## src/rtl/sfs_pkg.sv

```systemverilog
package sfs_pkg;
    localparam int WORD_W = 11;
    localparam int MARK_W = 3;
    localparam int PAY_W  = WORD_W - MARK_W;

    typedef logic [WORD_W-1:0] word_t;

    localparam word_t            SYNC_WORD = 11'b000_0000_0001;
    localparam logic [MARK_W-1:0] MK_STATUS = 3'b111;
    localparam logic [MARK_W-1:0] MK_TIME   = 3'b110;
    localparam logic [MARK_W-1:0] MK_DATA   = 3'b101;

    function automatic word_t pack_word(logic [MARK_W-1:0] mk, logic [PAY_W-1:0] pay);
        return {mk, pay};
    endfunction
endpackage

```

## src/rtl/sfs_tick.sv

```systemverilog
module sfs_tick #(
    parameter int CLK_PER_WORD = 5
) (
    input  logic clk_i,
    input  logic rst_i,
    output logic tick_o
);
    localparam int CW = (CLK_PER_WORD > 1) ? $clog2(CLK_PER_WORD) : 1;

    logic [CW-1:0] cnt_d, cnt_q;

    always_comb begin
        tick_o = (cnt_q == CW'(CLK_PER_WORD - 1));
        cnt_d  = tick_o ? '0 : cnt_q + 1'b1;
    end

    always_ff @(posedge clk_i) begin
        if (rst_i) cnt_q <= '0;
        else       cnt_q <= cnt_d;
    end
endmodule

```

## src/rtl/sfs_trig_fifo.sv

```systemverilog
module sfs_trig_fifo #(
    parameter int ENTRY_W = 88,
    parameter int DEPTH   = 4,
    localparam int PW     = (DEPTH > 1) ? $clog2(DEPTH) : 1,
    localparam int CNT_W  = $clog2(DEPTH + 1)
) (
    input  logic               clk_i,
    input  logic               rst_i,
    input  logic               push_i,
    input  logic [ENTRY_W-1:0] din_i,
    input  logic               pop_i,
    output logic [ENTRY_W-1:0] dout_o,
    output logic               empty_o,
    output logic               full_o,
    output logic               drop_o,
    output logic [CNT_W-1:0]   count_o
);
    typedef struct packed {
        logic [PW-1:0]    rd;
        logic [PW-1:0]    wr;
        logic [CNT_W-1:0] cnt;
    } ptr_t;

    ptr_t s_d, s_q;
    logic [ENTRY_W-1:0] mem_d [DEPTH];
    logic [ENTRY_W-1:0] mem_q [DEPTH];
    logic do_push, do_pop;

    function automatic logic [PW-1:0] wrap_inc(logic [PW-1:0] p);
        return (p == PW'(DEPTH - 1)) ? '0 : p + 1'b1;
    endfunction

    always_comb begin
        empty_o = (s_q.cnt == '0);
        full_o  = (s_q.cnt == CNT_W'(DEPTH));
        do_pop  = pop_i && !empty_o;
        do_push = push_i && (!full_o || do_pop);
        drop_o  = push_i && full_o && !do_pop;
        dout_o  = mem_q[s_q.rd];
        count_o = s_q.cnt;

        s_d   = s_q;
        mem_d = mem_q;
        if (do_push) begin
            mem_d[s_q.wr] = din_i;
            s_d.wr        = wrap_inc(s_q.wr);
        end
        if (do_pop) s_d.rd = wrap_inc(s_q.rd);
        s_d.cnt = s_q.cnt + CNT_W'(do_push) - CNT_W'(do_pop);
    end

    always_ff @(posedge clk_i) begin
        if (rst_i) s_q <= '0;
        else       s_q <= s_d;
    end

    always_ff @(posedge clk_i) begin
        mem_q <= mem_d;
    end
endmodule

```

## src/rtl/sfs_frame_fmt.sv

```systemverilog
module sfs_frame_fmt
    import sfs_pkg::*;
#(
    parameter int HIT_W   = 64,
    parameter int TS_W    = 24,
    localparam int N_TIME  = TS_W / PAY_W,
    localparam int N_DATA  = HIT_W / PAY_W,
    localparam int N_WORDS = 1 + N_TIME + N_DATA,
    localparam int IDX_W   = $clog2(N_WORDS)
) (
    input  logic [HIT_W-1:0] hits_i,
    input  logic [TS_W-1:0]  tstamp_i,
    input  logic [IDX_W-1:0] idx_i,
    output word_t            word_o
);
    word_t words [N_WORDS];

    assign words[0] = SYNC_WORD;

    for (genvar k = 0; k < N_TIME; k++) begin : g_time
        assign words[1 + k] = pack_word(MK_TIME, tstamp_i[k*PAY_W +: PAY_W]);
    end

    for (genvar j = 0; j < N_DATA; j++) begin : g_data
        assign words[1 + N_TIME + j] = pack_word(MK_DATA, hits_i[j*PAY_W +: PAY_W]);
    end

    always_comb begin
        word_o = SYNC_WORD;
        for (int k = 0; k < N_WORDS; k++) begin
            if (idx_i == IDX_W'(k)) word_o = words[k];
        end
    end
endmodule

```

## src/rtl/slice_frame_seq.sv

```systemverilog
module slice_frame_seq
    import sfs_pkg::*;
#(
    parameter int HIT_W        = 64,
    parameter int TS_W         = 24,
    parameter int FIFO_DEPTH   = 4,
    parameter int CLK_PER_WORD = 5
) (
    input  logic              clk_i,
    input  logic              rst_i,
    input  logic              trig_i,
    input  logic [HIT_W-1:0]  hits_i,
    input  logic [TS_W-1:0]   tstamp_i,
    input  logic [7:0]        status_i,
    output logic [WORD_W-1:0] word_o,
    output logic              word_stb_o
);
    localparam int N_TIME      = TS_W / PAY_W;
    localparam int N_DATA      = HIT_W / PAY_W;
    localparam int FRAME_WORDS = 1 + N_TIME + N_DATA;
    localparam int IDX_W       = $clog2(FRAME_WORDS);
    localparam int ENT_W       = HIT_W + TS_W;
    localparam int CNT_W       = $clog2(FIFO_DEPTH + 1);

    typedef struct packed {
        logic             slot;      // 0: first slot of slice, 1: status slot
        logic             armed;     // triggered slice in progress
        logic             in_frame;
        logic [IDX_W-1:0] fidx;
        logic             ovf;
        logic [ENT_W-1:0] frame;     // {hits, tstamp}
        word_t            word;
        logic             stb;
    } seq_t;

    seq_t s_d, s_q;

    logic             tick;
    logic             q_pop, q_empty, q_full, q_drop;
    logic [ENT_W-1:0] q_dout;
    logic [CNT_W-1:0] q_cnt;
    word_t            fmt_word;

    sfs_tick #(.CLK_PER_WORD(CLK_PER_WORD)) u_tick (
        .clk_i  (clk_i),
        .rst_i  (rst_i),
        .tick_o (tick)
    );

    sfs_trig_fifo #(.ENTRY_W(ENT_W), .DEPTH(FIFO_DEPTH)) u_fifo (
        .clk_i   (clk_i),
        .rst_i   (rst_i),
        .push_i  (trig_i),
        .din_i   ({hits_i, tstamp_i}),
        .pop_i   (q_pop),
        .dout_o  (q_dout),
        .empty_o (q_empty),
        .full_o  (q_full),
        .drop_o  (q_drop),
        .count_o (q_cnt)
    );

    sfs_frame_fmt #(.HIT_W(HIT_W), .TS_W(TS_W)) u_fmt (
        .hits_i   (s_q.frame[ENT_W-1:TS_W]),
        .tstamp_i (s_q.frame[TS_W-1:0]),
        .idx_i    (s_q.fidx),
        .word_o   (fmt_word)
    );

    always_comb begin
        s_d     = s_q;
        s_d.stb = 1'b0;
        q_pop   = 1'b0;

        if (tick) begin
            s_d.stb  = 1'b1;
            s_d.slot = ~s_q.slot;
            if (!s_q.slot) begin
                if (s_q.in_frame) begin
                    s_d.word = fmt_word;
                end else begin
                    s_d.word = SYNC_WORD;
                    if (!q_empty) begin
                        q_pop     = 1'b1;
                        s_d.frame = q_dout;
                        s_d.armed = 1'b1;
                    end
                end
            end else begin
                s_d.word = {MK_STATUS, status_i[7:1], status_i[0] | s_q.ovf};
                s_d.ovf  = 1'b0;
                if (s_q.in_frame) begin
                    if (s_q.fidx == IDX_W'(FRAME_WORDS - 1)) s_d.in_frame = 1'b0;
                    else                                     s_d.fidx     = s_q.fidx + 1'b1;
                end else if (s_q.armed) begin
                    s_d.armed    = 1'b0;
                    s_d.in_frame = 1'b1;
                    s_d.fidx     = '0;
                end
            end
        end

        if (q_drop) s_d.ovf = 1'b1;
    end

    always_ff @(posedge clk_i) begin
        if (rst_i) s_q <= '0;
        else       s_q <= s_d;
    end

    assign word_o     = s_q.word;
    assign word_stb_o = s_q.stb;
endmodule

```

## config.mk

```make
export PLATFORM = sky130hd
export DESIGN_NAME = slice_frame_seq
export DESIGN_NICKNAME = d
export VERILOG_FILES = /design/src/rtl/sfs_pkg.sv /design/src/rtl/sfs_tick.sv /design/src/rtl/sfs_trig_fifo.sv /design/src/rtl/sfs_frame_fmt.sv /design/src/rtl/slice_frame_seq.sv
export SDC_FILE = /design/constraint.sdc
export NUM_CORES = 1
export LEC_CHECK = 0
export CORE_MARGIN = 2
export CORE_UTILIZATION = 59
export CTS_CLUSTER_DIAMETER = 120
export DETAILED_ROUTE_END_ITERATION = 7
export MAX_ROUTING_LAYER = met4
export PLACE_DENSITY = 0.8
export SKIP_LAST_GASP = 1
export SYNTH_ARGS = -nofsm -noshare
export SYNTH_HDL_FRONTEND = slang
export SYNTH_SLANG_ARGS = --single-unit
```

## constraint.sdc

```tcl
create_clock -name clk_i -period 5.35 [get_ports clk_i]
set_clock_uncertainty 0.15 [all_clocks]
set_input_delay 1.07 -clock clk_i [delete_from_list [all_inputs] [get_ports clk_i]]
set_output_delay 1.07 -clock clk_i [all_outputs]
set_load 0.01 [all_outputs]
```

---- Yosys cells after proc, flatten, opt, wreduce, memory -nomap -nowiden ----
Index checks and enable logic that the tools add are counted.
cells by class
  reduce and logical (&&, ||, !) cells .... 19
  mux-type cells .......................... 39
  order comparisons ....................... 3
  add/sub/neg operators ................... 6
  eq/ne operators ......................... 17
  bitwise gates (word level) .............. 6
operator list
  operator             number
  $mux 88              6
  $bwmux 352           1
  $bmux 88 s2          1
  $demux 88 s2         1
  $mux 11              13
  $mux 101             1
  $eq 4x3->1 const B   4
  $eq 4x4->1 const B   4
  $mux 1               11
  $mux 5               2
  $eq 4x2->1 const B   2
  $reduce_and 4->1     2
  $eq 3x3->1 const B   2
  $ge 3x3->1 const B   2
  $not 2->3            2
  $reduce_bool 2->1    3
  $logic_and 1x1->1    5
  $add 2x1->2 const B  2
  $add 4x1->4 const B  1
  $eq 2x2->1 const B   2
  $eq 4x1->1 const B   1
  $mux 2               2
  $mux 4               1
  $ne 2x2->1 const B   2
  other kinds (12)     17
word-level totals
  word-level logic and storage cells ...... 106
  input bits .............................. 99
  flip-flop bits (word level) ............. 470

---- Logic depth before layout (Yosys ltp) ----
  depth in word-level cells ............... 16
  depth in mapped cells ................... 14

---- Cells and area by module ----
Synthesis repeated with hierarchy kept, for this count alone.
second synthesis, totals
  cells, all modules ...................... 1,171
  area total of the unflattened synthesis .. 18,182.4 µm²
modules (own cells, without submodules)
  module           cells an instance  area an instance (µm²)  instances
  sfs_trig_fifo    512                13,115.1                1
  slice_frame_seq  490                3,958.8                 1
  sfs_frame_fmt    156                973.4                   1
  sfs_tick         13                 135.1                   1

---- Worst setup path before layout ----
OpenSTA, ideal clock, no wires.
  path kind ............................... input to register
  from .................................... input port trig_i
  to ...................................... register u_fifo.mem_q[100] in the netlist's numbering (enable)
  setup time .............................. 0.457 ns
  arrival time ............................ 3.165 ns
  stages .................................. 1
  path slack .............................. 1.578 ns
  path through ............................ and3_1
on the way
  longest elaborated chain between the ends .. 1
ends and longest elaborated chain
  item                  RTL line               source
  from (decl)           slice_frame_seq.sv:11  input logic trig_i,
  $logic_and 1x1->1     sfs_trig_fifo.sv:37    do_push = push_i && (!full_o || do_pop);
  to (signal assigned)  sfs_trig_fifo.sv:58    mem_q <= mem_d;
  to (decl)             sfs_trig_fifo.sv:26    logic [ENTRY_W-1:0] mem_q [DEPTH];
Every way passes these cells.
A chain may end at the register's enable or synchronous reset.

---- Worst setup path after layout ----
  from .................................... register u_tick.cnt_q[0]
  to ...................................... register u_fifo.mem_q[35] in the netlist's numbering (enable)
on the way
  longest elaborated chain between the ends .. 5
ends and longest elaborated chain
  item                    RTL line               source
  from (decl)             sfs_tick.sv:10         logic [CW-1:0] cnt_d, cnt_q;
  from (signal assigned)  sfs_tick.sv:19         else cnt_q <= cnt_d;
  $eq 3x3->1              sfs_tick.sv:13         tick_o = (cnt_q == CW'(CLK_PER_WORD - 1));
  $mux 1                  slice_frame_seq.sv:75  if (tick) begin
  $logic_and 1x1->1       sfs_trig_fifo.sv:36    do_pop = pop_i && !empty_o;
  $logic_or 1x1->1        sfs_trig_fifo.sv:37
  $logic_and 1x1->1       sfs_trig_fifo.sv:37
Every way passes these cells.

==> key figures <==
Outcome
  • Status: completed

Placed design
  • HPWL after DPL: ~22 mm
  • Placed Cells: ~1700
  • Pre-CTS WS: just under 2 ns
  • RD Place Congestion: 0.840
  • Port Buffers: 110

Timing
  • Post-route setup slack: slightly below 2 ns
  • Worst Max-Slew Pin Slew: ~0.96 ns
  • Endpoints failing setup: 0
  • Fin crit share: between 60% and 70%
  • Slew margin rel.: 35.8%
  • Fin crit period: between 3 and 4 ns
  • Max Clk Rate: between 0.2 and 0.3 GHz
  • Slew Viols, Final: 0
  • Hold Fails Final Rpt: 0
  • Unrepaired setup endpoints after global routing: false
  • Setup TNS Final: 0 ns

Power
  • VDD IR max: between 200 and 250 uV
  • PwrDens: 384 nW/um2
  • Overall power: 8.09 mW
  • Leakage: between 6 and 7 nW

Floorplan
  • Starting Density: 60.0%
  • DIE WIDTH: between 150 and 200 um
  • Die ar.: 32500 um2
  • Core ar.: ~30000 um2
  • Die Ht: 180 um
  • Top Ports: roughly 110
  • Site Rows: 64

Layout
  • Final Util: roughly 69%
  • Area occupied by multi-input gates: approximately 4800 um2
  • ANT cells: 0
  • Most common cell after layout, fill and taps aside: edfxtp_1
  • Area Overhead vs Synth: 15.0%
  • Most frequent cells in the layout: 352 x edfxtp_1, 201 x nand2_1, 137 x a21oi_1
  • # fillers: between 1500 and 2000
  • Share of cells above drive strength 1: between 10% and 20%
  • Layout Nets: ~1400
  • Final std cells w/o fill: 1740
  • Sequential cell area: 12900 um2

Routing
  • Vias per inst: just over 6
  • Wire per inst: approximately 21 um
  • # DRC: 0
  • Top Metal Used: met4
  • Post-Route WL: roughly 37 mm
  • Met2 Wirelength: roughly 18 mm
  • Met1 WL: 16.3 mm
  • Metal3 WL: between 2 and 2.5 mm
  • DRT iter0 DRCs: around 1100
  • Final ANT Viol Nets: 0
  • Via count: 10600
  • 1st-pass router iterations: 6

Global route
  • First-pass GRT wire length: about 58 mm
  • Vias in the first global route: roughly 11000
  • GRT Overall Usage: a little under a quarter
  • Initial antenna violation count: 0
  • Largest net degree at the start of global routing: 93
  • Global route total overflow: 0

Run
  • Max Cap Viol: 0

Critical path
  • Critical path startpoint category: flop
  • CP arrival: about 3.5 ns
  • Critical path's largest stage delay: 0.89 ns
  • Critical path class: flop to flop
  • Critical Path RT: approximately 5.4 ns
  • Slowest CP cell: and3_4
  • CP Capture Type: flop
  • CP Cell Sequence: inv_1, ha_1, nand2_1, o311ai_1, and3_4, buf_4
  • Worst-path fanout max: 57

CTS
  • Clock latency on the worst-skew pair: ~0.56 ns
  • Clock sinks: 470
  • Inserted Clock Buffers: 45
  • Cts hold-fix bufs: 0
  • Clock buffer depth: 3
  • Root Buffer: clkbuf_16
  • H-tree depth: 2
  • Postcts setup bufs: 0
  • Clk slew on worst S/H paths: approximately 0.06 ns
  • Post-CTS sizing: 0
  • CTS tree: done

Synthesis
  • Seq cells post-synth: 470
  • Primary FF master, synth: edfxtp_1
  • Avg Inst Size Synth: ~15 um2
  • Library cells used by synthesis: between 50 and 60
  • Syn Inst Count: around 1200
  • Total nets after synthesis: 1340
  • Mapped Area: 18300 um2
  • Number of synthesis warnings: 0
  • Register area share after synthesis: between 70% and 80%
  • EDFF count, synth: about 350
  • Ys async rst share: 0%

Min path
  • Worst Hold Class: flop to flop
## layer usage
layer,up-vias,GRT usage [%]
li1,4767,-
met1,5281,34.2
met2,430,35.8
met3,72,3.29
met4,0,6.71
met5,-,-
## Yosys cell counts, types with 3 or more instances
master | n | area (um2)
edfxtp_1 | 352 | 10600
nand2_1 | 201 | 754
a21oi_1 | 137 | 686
dfxtp_1 | 118 | 2360
mux4_2 | 88 | 1980
nor2_1 | 38 | 143
clkbuf_1 | 33 | 124
buf_2 | 31 | 155
inv_1 | 27 | 101
o21ai_0 | 23 | 115
buf_4 | 21 | 158
a221oi_1 | 13 | 114
ha_1 | 13 | 163
nor2b_1 | 13 | 81.3
nand3_1 | 12 | 60.1
and3_1 | 9 | 56.3
nor3_1 | 9 | 45.0
nand3b_1 | 7 | 52.6
a31oi_1 | 6 | 37.5
nor4_1 | 6 | 37.5
buf_1 | 5 | 18.8
a21o_1 | 4 | 30.0
nand2b_1 | 4 | 25.0
o31a_1 | 4 | 35.0
xnor2_1 | 4 | 35.0
a211oi_1 | 3 | 22.5
mux2i_1 | 3 | 30.0
o211ai_1 | 3 | 22.5
o221ai_1 | 3 | 26.3
o22ai_1 | 3 | 18.8
or2_2 | 3 | 18.8
## state kept, by name, summed over array words and instances, names as in the netlist
register	cells
word_o	11
word_stb_o	1
u_fifo.count_o	3
u_fifo.mem_q	352
u_tick.cnt_q	3
u_fifo.s_q	4
s_q	96
## worst paths after layout
check / from / to / slack, ns / cells past startpoint
worst min-delay path: s_q[57] / s_q[57] / 0.31 / 2
worst max register to register: u_tick.cnt_q[0] / u_fifo.mem_q[35] / 1.92 / 6
worst min register to register: s_q[57] / s_q[57] / 0.31 / 2
worst max-delay path: u_tick.cnt_q[0] / u_fifo.mem_q[35] / 1.92 / 6
## where the power goes
group	total, mW	internal, mW	switching, mW
clock network	3.09	1.77	1.31
logic	0.651	0.277	0.374
registers	4.35	4.27	0.0883
total	8.09	6.31	1.78
## per-stage QoR
step / hold WS, ns / cell area, um2
final: 0.309 / 21100
after global routing: 0.325 / 21100
after CTS: 0.307 / 21100
after detailed placement: 0.299 / 19600
after global placement: 0.292 / 19600
after floorplan: 0.277 / 18300
## critical path: cells and delay by family, from the launching register on
| family | cells | cell delay (ns) |
|---|---|---|
| AOI/OAI and AO/OA | 1 | 0.68 |
| adders and majority gates | 1 | 0.19 |
| buffers and inverters | 2 | 0.45 |
| DFF | 1 | 0.33 |
| and+or+nand+nor | 2 | 1.22 |
## kinds of logic (layout without fill, tap and decap cells)
| group | after synthesis | in the layout | synth area share [%] |
|---|---|---|---|
| DFF | 470 | 470 | 70.5 |
| and+or+nand+nor | 311 | 311 | 7.29 |
| AOI/OAI and AO/OA | 215 | 215 | 6.79 |
| buffers and inverters | 121 | 238 | 3.21 |
| muxes | 91 | 91 | 11.0 |
| adders and majority gates | 14 | 14 | 0.996 |
| xor gates and xnor gates | 5 | 5 | 0.239 |
## final cells by class
cell class	count	area share, %
timing repair buffer	126	5.90
clock inverter	20	0.854
multi-input combinational	636	23.0
tap	396	2.35
inverter	28	0.504
clock buffer	64	6.06
sequential	470	61.4
(Power assumes the default switching activity.)
